$ cat config.mk
export PLATFORM = sky130hd
export DESIGN_NAME = t1_tx_mux
export DESIGN_NICKNAME = d
export VERILOG_FILES = /design/src/rtl/t1_tx_pkg.sv /design/src/rtl/t1_tx_timebase.sv /design/src/rtl/t1_tx_deser.sv /design/src/rtl/t1_tx_byte_sel.sv /design/src/rtl/t1_tx_mux.sv
export SDC_FILE = /design/constraint.sdc
export NUM_CORES = 1
export LEC_CHECK = 0
export ABC_AREA = 1
export ABC_CLOCK_PERIOD_IN_PS = 2600
export BUFFER_PORTS_ARGS = -buffer_cell sky130_fd_sc_hd__clkbuf_2
export CAP_MARGIN = 5
export CORE_MARGIN = 1.5
export CORE_UTILIZATION = 41
export CTS_CLUSTER_DIAMETER = 150
export CTS_CLUSTER_SIZE = 40
export DETAILED_ROUTE_END_ITERATION = 16
export PLACE_DENSITY = 0.71
export SETUP_SLACK_MARGIN = 0.3
export SLEW_MARGIN = 20
export SYNTH_ARGS = -nofsm -noshare
export SYNTH_HDL_FRONTEND = slang
export SYNTH_SLANG_ARGS = --single-unit
$ cat constraint.sdc
create_clock -name clk_i -period 2.6 [get_ports clk_i]
set_input_delay 0.52 -clock clk_i [delete_from_list [all_inputs] [get_ports clk_i]]
set_output_delay 0.52 -clock clk_i [all_outputs]
set_load 0.05 [all_outputs]
$ cat src/rtl/t1_tx_pkg.sv
package t1_tx_pkg;
  localparam int SLOTS  = 32;
  localparam int BITS   = 8;
  localparam int CHANS  = 24;
  localparam int GROUP  = 4;
  localparam int SLOT_W = $clog2(SLOTS);
  localparam int BIT_W  = $clog2(BITS);
  localparam int CHAN_W = $clog2(CHANS);

  typedef logic [SLOT_W-1:0] slot_t;
  typedef logic [BIT_W-1:0]  bitpos_t;
  typedef logic [CHAN_W-1:0] chan_t;
  typedef logic [BITS-1:0]   byte_t;

  function automatic logic slot_equipped(slot_t s);
    return (int'(s) % GROUP) != 0;
  endfunction

  function automatic chan_t slot_to_chan(slot_t s);
    return chan_t'(int'(s) - int'(s) / GROUP - 1);
  endfunction
endpackage

$ cat src/rtl/t1_tx_timebase.sv
module t1_tx_timebase
  import t1_tx_pkg::*;
(
  input  logic    clk_i,
  input  logic    rst_ni,
  input  logic    sync_i,
  input  logic    rate_4m_i,
  input  slot_t   slot_ofs_i,
  input  bitpos_t bit_ofs_i,
  output slot_t   slot_o,
  output bitpos_t bit_o,
  output logic    sample_o
);
  slot_t   slot_q, slot_d;
  bitpos_t bit_q, bit_d;
  logic    ph_q, ph_d, ph_c;

  // position in effect this cycle; sync overrides the running counters
  always_comb begin
    slot_o   = sync_i ? slot_ofs_i : slot_q;
    bit_o    = sync_i ? bit_ofs_i  : bit_q;
    ph_c     = sync_i ? 1'b0       : ph_q;
    sample_o = !ph_c;
  end

  always_comb begin
    slot_d = slot_o;
    bit_d  = bit_o;
    ph_d   = 1'b0;
    if (rate_4m_i && !ph_c) begin
      ph_d = 1'b1;
    end else if (bit_o == bitpos_t'(BITS-1)) begin
      bit_d  = '0;
      slot_d = (slot_o == slot_t'(SLOTS-1)) ? '0 : slot_o + 1'b1;
    end else begin
      bit_d = bit_o + 1'b1;
    end
  end

  always_ff @(posedge clk_i or negedge rst_ni) begin
    if (!rst_ni) begin
      slot_q <= '0;
      bit_q  <= '0;
      ph_q   <= 1'b0;
    end else begin
      slot_q <= slot_d;
      bit_q  <= bit_d;
      ph_q   <= ph_d;
    end
  end
endmodule

$ cat src/rtl/t1_tx_deser.sv
module t1_tx_deser
  import t1_tx_pkg::*;
(
  input  logic  clk_i,
  input  logic  rst_ni,
  input  logic  sample_i,
  input  logic  ser_i,
  output byte_t byte_o
);
  byte_t acc_q;

  // includes the bit being sampled now
  assign byte_o = {acc_q[BITS-2:0], ser_i};

  always_ff @(posedge clk_i or negedge rst_ni) begin
    if (!rst_ni)       acc_q <= '0;
    else if (sample_i) acc_q <= byte_o;
  end
endmodule

$ cat src/rtl/t1_tx_byte_sel.sv
module t1_tx_byte_sel
  import t1_tx_pkg::*;
(
  input  byte_t             raw_i,
  input  chan_t             chan_i,
  input  logic [CHANS-1:0]  idle_mask_i,
  input  byte_t             idle_code_i,
  input  logic [CHANS-1:0]  clear_mask_i,
  input  logic              sig_frame_i,
  input  logic [CHANS-1:0]  sig_bits_i,
  output byte_t             byte_o
);
  logic idle_c, clear_c, sig_c;

  always_comb begin
    idle_c  = idle_mask_i[chan_i];
    clear_c = clear_mask_i[chan_i];
    sig_c   = sig_bits_i[chan_i];
    if (idle_c)
      byte_o = idle_code_i;
    else if (sig_frame_i && !clear_c)
      byte_o = {raw_i[BITS-1:1], sig_c};
    else
      byte_o = raw_i;
  end
endmodule

$ cat src/rtl/t1_tx_mux.sv
module t1_tx_mux
  import t1_tx_pkg::*;
(
  input  logic              clk_i,
  input  logic              rst_ni,
  input  logic              sync_i,
  input  logic              ser_i,
  input  logic              rate_4m_i,
  input  logic [SLOT_W-1:0] slot_ofs_i,
  input  logic [BIT_W-1:0]  bit_ofs_i,
  input  logic [CHANS-1:0]  idle_mask_i,
  input  logic [BITS-1:0]   idle_code_i,
  input  logic [CHANS-1:0]  clear_mask_i,
  input  logic              sig_frame_i,
  input  logic [CHANS-1:0]  sig_bits_i,
  output logic              byte_vld_o,
  output logic [BITS-1:0]   byte_o,
  output logic [CHAN_W-1:0] chan_o
);
  slot_t   slot_c;
  bitpos_t bit_c;
  logic    sample_c, emit_c;
  byte_t   raw_c, sel_c;
  chan_t   chan_c;

  t1_tx_timebase u_timebase (
    .clk_i      (clk_i),
    .rst_ni     (rst_ni),
    .sync_i     (sync_i),
    .rate_4m_i  (rate_4m_i),
    .slot_ofs_i (slot_ofs_i),
    .bit_ofs_i  (bit_ofs_i),
    .slot_o     (slot_c),
    .bit_o      (bit_c),
    .sample_o   (sample_c)
  );

  t1_tx_deser u_deser (
    .clk_i    (clk_i),
    .rst_ni   (rst_ni),
    .sample_i (sample_c),
    .ser_i    (ser_i),
    .byte_o   (raw_c)
  );

  assign chan_c = slot_to_chan(slot_c);
  assign emit_c = sample_c && (bit_c == bitpos_t'(BITS-1)) && slot_equipped(slot_c);

  t1_tx_byte_sel u_sel (
    .raw_i        (raw_c),
    .chan_i       (chan_c),
    .idle_mask_i  (idle_mask_i),
    .idle_code_i  (idle_code_i),
    .clear_mask_i (clear_mask_i),
    .sig_frame_i  (sig_frame_i),
    .sig_bits_i   (sig_bits_i),
    .byte_o       (sel_c)
  );

  always_ff @(posedge clk_i or negedge rst_ni) begin
    if (!rst_ni) begin
      byte_vld_o <= 1'b0;
      byte_o     <= '0;
      chan_o     <= '0;
    end else begin
      byte_vld_o <= emit_c;
      if (emit_c) begin
        byte_o <= sel_c;
        chan_o <= chan_c;
      end
    end
  end
endmodule

==> results of run 1 <==
what timing repair did:
item / in CTS / in global routing
setup buffers: 5 / 2
endpoints found under the hold margin: 0 / 0
resized for setup: 35 / 23
pin swaps: 29 / 5
gates cloned: 3 / 0
setup endpoints to repair: 11 / 13
sequential cells by signal (all words and copies together) (netlist names):
name,count
chan_o,5
byte_vld_o,1
u_timebase.slot_q,5
u_deser.acc_q,7
u_timebase.bit_q,3
u_timebase.ph_q,1
byte_o,8
layout by cell type (no fill, tap or decap), drive strengths merged:
cell      count
a21oi        10
a31oi         2
buf          40
clkbuf      113
clkinv        2
clkinvlp      1
dfrtp        30
fa            1
ha            8
inv          52
nand2       132
nand3        42
nand4         2
nor2         38
nor3          1
nor4          1
o211ai        1
o21ai        47
o22ai         1
or2           4
xnor2         1
xor2          1
where the power goes:
group	internal, mW	leakage (nW)	total (mW)	switching (mW)
Combinational	0.750	1.68	1.94	1.19
Sequential	0.605	0.361	0.685	0.0797
Clock	0.212	0.0472	0.399	0.186
Total	1.57	2.08	3.03	1.46
kinds of logic after synthesis:
family | count (synthesis) | share of synthesized area
and+or+nand+nor | 219 | 0.379
buffers and inverters | 66 | 0.116
AOI/OAI and AO/OA | 61 | 0.133
DFF | 30 | 0.312
adders and majority gates | 9 | 0.0499
xor gates and xnor gates | 2 | 0.0104
per-stage QoR:
| step | utilization | hold slack [ps] |
|---|---|---|
| 6_report | 0.672 | 297 |
| 5_1_grt | 0.672 | 356 |
| 4_1_cts | 0.655 | 326 |
| 3_5_place_dp | 0.594 | 479 |
| 3_3_place_gp | 0.594 | 470 |
| 2_1_floorplan | - | 224 |
per-layer routing:
metal	part of all wire	GRT usage
met1	0.40	0.280
met2	0.52	0.453
met3	0.052	0.0400
met4	0.019	0.0754
met5	0	0
cell type report:
class	instances	area (sq um)	share of cell area
multi-input combinational	292	1590	0.426
tap	72	90.1	0.0241
clock buffer	6	82.6	0.0221
timing repair buffer	147	991	0.265
clock inverter	2	12.5	0.00334
inverter	53	224	0.0598
sequential	30	751	0.200
worst max-delay path, stage by stage:
cell and delay, ps:
clkbuf_16 120, inv_12 30, or2_4 230, o21ai_4 80
ha_4 160, inv_2 40, fa_2 630, clkinv_4 120
buf_12 140, buf_16 130, nand3_2 50, nand2_1 60
nand2_1 70, nand2_2 70, o21ai_2 120, nor2_2 60
nand2_2 70, nand3_2 80, a21oi_2 120
path summary, 6_finish.rpt:
kind / end / start / depth (start not counted) / slack [ps]
min: byte_o[7] / rst_ni / 1 / 300
max: byte_o[0] / sync_i / 19 / -100
min reg2reg: chan_o[1] / chan_o[1] / 2 / 490
min in group clk_i: byte_o[4] / idle_code_i[4] / 3 / 490
max in group asynchronous: u_timebase.ph_q / rst_ni / 1 / 1820
max reg2reg: byte_o[0] / u_timebase.slot_q[2] / 16 / 0
==> results by group, run 1 <==
Place
  – Hpwl dp: 5240 um
  – Place WS: -557 ps
  – Placed cells: 584
  – GP Congestion: 0.829
  – # port buffers: 107
  – Dpl cell area: 0.00331 sq mm

Route
  – Detailed-route wire length per cell: 12.3 um
  – Pre-antenna DRT Iters: 4
  – Post-route ant nets: 0
  – Post-route DRC: 0
  – DR vias: 2953
  – Initial DRC Count: 155
  – DRT Wirelength: 7400 um
  – Vias/cell: 4.91

Clock network
  – Cts hold-fix bufs: 0
  – Root Buffer: clkbuf_8
  – CTS clk-pin slew, worst paths: 60 ps
  – CTS tree: yes
  – Clk buf depth: 2
  – CTS buffer count: 5
  – Htree depth: 2
  – CTS sink count: 30
  – Clk_lat worst skew: 290 ps

Worst setup path
  – Crit path max fanout: 6
  – Worst Setup Path Type: in -> reg
  – Crit path required time: 2810 ps
  – CP Capture Type: flop
  – CP Launch Type: input port
  – Worst path arrival time: 2910 ps

Timing
  – Clock skew: 5.26 ps
  – Fmax: 0.371 GHz
  – Total negative slack: -510 ps
  – Final worst slack: -99.0 ps
  – Rel. slew slack: 0.495
  – Slew Limit Fails: 0
  – Final Critical Period: 2700 ps
  – Tcrit/Tclk final: 1.04
  – Final hold vios: 0
  – Slew of the pin with the lowest slew margin: 758 ps
  – Final setup vio count: 8
  – RSZ-0062 raised after global routing: yes

Synthesis
  – Register bit count reported by yosys: 30
  – Mean Syn Cell Area: 6.21 sq um
  – Count leader, synth: nand2_1
  – Syn Std Cell Area: 0.00240 sq mm
  – Mapped Cells: 387
  – Syn_nets: 490
  – Ranking of synthesized cells by area: dfrtp_1 (31%), nand2_1 (20%), nand3_1 (8.5%), o21ai_0 (7.9%), inv_1 (7.5%)
  – Most frequent cells after synthesis: nand2_1 (130), inv_1 (48), nand3_1 (41), o21ai_0 (38), nor2_1 (36)
  – Yosys cell types: 30
  – Synth Warn #: 0
  – Synth Flop Type: dfrtp_1
  – Synth async-reset ratio: 1.00
  – Leading area contributor after synthesis: dfrtp_1
  – Post-synthesis sequential area ratio: 0.312
  – Post-synth EDFFs: 0
  – Yosys top cell area share: 0.312

Final layout
  – # nets final: 632
  – Final non-filler cell total: 602
  – Post-route cell area: 0.00374 sq mm
  – Synth-to-Final Area Change: 55.7%
  – Fill cells: 505
  – Diodes inserted: 0
  – Share of cells above drive strength 1: 0.408

Power
  – Total chip power: 3.03 mW
  – Leakage: 2.08 nW
  – Maximum vdd drop: 0.583 mV
  – PwrDens: 808 mW/mm^2

Min path
  – Worst min path class: in -> async

Floorplanning
  – Ports: 108
  – Die Y: 79.6 um
  – DIE WIDTH: 79.6 um
  – Initial Util: 0.431
  – Core area: 0.00557 sq mm
  – Die area: 0.00633 sq mm
  – Std cell rows: 27

Outcome
  – Status: finished with violations
  – Failing checks: setup timing

Run
  – Max-Cap Viols: 0

Global route
  – Vias in the first global route: 2934
  – Pin count of the biggest net entering global routing: 31
  – GRT Residual Overflow: 0
  – Initial antenna violation count: 0
  – Global-route wire length before repair: 12200 um
  – Total GRT Usage: 0.243
(Power assumes the default switching activity.)
==> run 2, diff against run 1 <==
--- a/config.mk
+++ b/config.mk
@@ -15,7 +15,6 @@
 export CTS_CLUSTER_SIZE = 40
 export DETAILED_ROUTE_END_ITERATION = 16
 export PLACE_DENSITY = 0.71
-export SETUP_SLACK_MARGIN = 0.3
 export SLEW_MARGIN = 20
 export SYNTH_ARGS = -nofsm -noshare
 export SYNTH_HDL_FRONTEND = slang
==> results by group, run 2 (synthesized netlist as in run 1, its figures left out) <==
Worst setup path
  – Critical-path cell list: clkbuf_16 > inv_12 > or2_4 > o21ai_4 > ha_4 > inv_2 > fa_2 > buf_12 > nor2_2 > o21ai_1 > nand2_1 > nand2_1 > nand3_2 > nand3_4 > nand2_4 > o21ai_0 > o21ai_1
  – Reg2Reg Depth: 14
  – Worst Setup Path Type: in -> reg
  – Worst path arrival time: 2830 ps
  – FF-to-FF End: byte_o[2]
  – CP Capture Type: flop
  – CP max-delay cell: fa_2
  – CP Launch Type: input port
  – Worst r2r src: u_timebase.slot_q[2]
  – Crit path required time: 2760 ps
  – Crit-path max cell delay: 630 ps
  – R2R Setup Slk: 30 ps
  – Crit path max fanout: 10

Final layout
  – Share of cells above drive strength 1: 0.399
  – Fill cells: 511
  – Post-route cell area: 0.00368 sq mm
  – Commonest non-fill, non-tap cell in the layout: nand2_1
  – Biggest register: byte_o
  – Biggest registers after layout: byte_o x8, u_deser.acc_q x7
  – Synth-to-Final Area Change: 52.9%
  – Post-layout util: 0.659
  – Most frequent cells in the layout: nand2_1 (127), clkbuf_2 (106), inv_1 (44), dfrtp_1 (30), nand3_1 (29)
  – # nets final: 628
  – Max reg flops: 8
  – Diodes inserted: 0

Floorplanning
  – DIE WIDTH: 79.6 um
  – Std cell rows: 27
  – Die Y: 79.6 um
  – Core area: 0.00557 sq mm
  – Ports: 108
  – Die area: 0.00633 sq mm
  – Initial Util: 0.431

Power
  – Switching share of power: 0.485
  – Cell internal pwr: 1.53 mW
  – Switch Pwr: 1.44 mW
  – Clock group share of total power: 0.133
  – Sequential Power Share: 0.231
  – Maximum vdd drop: 0.575 mV
  – PwrDens: 810 mW/mm^2
  – Combinational Power Share: 0.636
  – Leakage: 2.05 nW

Timing
  – Slew of the pin with the lowest slew margin: 753 ps
  – Slew Limit Fails: 0
  – Tcrit/Tclk final: 1.03
  – Final worst slack: -66.1 ps
  – Final Critical Period: 2670 ps
  – RSZ-0062 raised after global routing: yes
  – Fmax: 0.375 GHz
  – Worst hold slack: 295 ps
  – Rel. slew slack: 0.498
  – Clock skew: 5.80 ps
  – Final hold vios: 0
  – Final setup vio count: 8

Clock network
  – CTS clk-pin slew, worst paths: 70 ps
  – CTS tree: yes
  – Clk_lat worst skew: 280 ps
  – Htree depth: 2
  – CTS sink count: 30
  – Root Buffer: clkbuf_8
  – CTS buffer count: 5
  – Clk buf depth: 2

Place
  – Hpwl dp: 5240 um
  – GP Congestion: 0.829
  – # port buffers: 107
  – Dpl cell area: 0.00331 sq mm
  – Place WS: -557 ps

Route
  – Initial DRC Count: 133
  – DR vias: 2934
  – DRT Wirelength: 7320 um
  – Pre-antenna DRT Iters: 6
  – Detailed-route wire length per cell: 12.2 um
  – Post-route ant nets: 0
  – Vias/cell: 4.91
  – Post-route DRC: 0

Global route
  – Total GRT Usage: 0.241
  – Global-route wire length before repair: 12100 um
  – Pin count of the biggest net entering global routing: 31
  – GRT Residual Overflow: 0
  – Vias in the first global route: 2912
  – Initial antenna violation count: 0

Outcome
  – Failing checks: setup timing
  – Status: finished with violations

Run
  – Max-Cap Viols: 0

Min path
  – Worst min path class: in -> async
## run 2: stage by stage
step / power [mW] / setup TNS, ps / cells
6_report: 2.98 / -423 / 598
5_1_grt: 3.18 / -1240 / 598
4_1_cts: 2.94 / -219 / 599
3_5_place_dp: 2.32 / -4440 / 584
3_3_place_gp: 2.29 / -4000 / 584
2_1_floorplan: 1.81 / -786 / 387
## run 2: metal layers
| metal | GRT usage | vias to the layer above | part of all wire |
|---|---|---|---|
| met4 | 0.0825 | 0 | 0.026 |
| met1 | 0.275 | 1328 | 0.40 |
| met5 | 0 | - | 0 |
| li1 | - | 1499 | - |
| met3 | 0.0400 | 20 | 0.055 |
| met2 | 0.447 | 87 | 0.52 |
## run 2: worst max path at each step
stage	startpoint	endpoint	slack, ps
5_1_grt	sync_i	byte_o[7]	-170
4_1_cts	sync_i	byte_o[0]	-40
6_report	sync_i	byte_o[2]	-70
2_1_floorplan	sync_i	byte_o[0]	-110
3_3_place_gp	sync_i	byte_o[0]	-500
3_5_place_dp	sync_i	byte_o[3]	-560
## run 2: area by class of cell
cell class              instances  area [sq um]  share of cell area
well taps                      72          90.1              0.0245
repair buffers                143           941               0.256
flip-flops and latches         30           751               0.204
multi-input cells             292          1580               0.429
clock buffers                   6          82.6              0.0225
inverters                      53           221              0.0602
clock inverters                 2          12.5             0.00340
## run 2: what timing repair did
item / 4_1_cts / 5_1_grt
endpoints found under the setup margin: 8 / 8
hold buffers: 0 / 0
cloned: 3 / 0
setup buffers: 4 / 0
resized for setup: 29 / 24
pin swaps: 27 / 3
## run 2: power by group through the flow
stage          Clock (mW)  Sequential [mW]  Combinational [mW]
3_5_place_dp            0            0.691                1.63
6_report            0.397            0.686                1.89
4_1_cts             0.403            0.685                1.85
2_1_floorplan           0             1.04               0.772
3_3_place_gp            0            0.685                1.60
5_1_grt             0.414            0.701                2.07
## run 2: critical path, delay by kind of cell
kind / cells / cell delay [ps]
compound gates: 4 / 420
simple gates: 7 / 740
fa+ha+maj: 2 / 790
buf+inv: 4 / 350
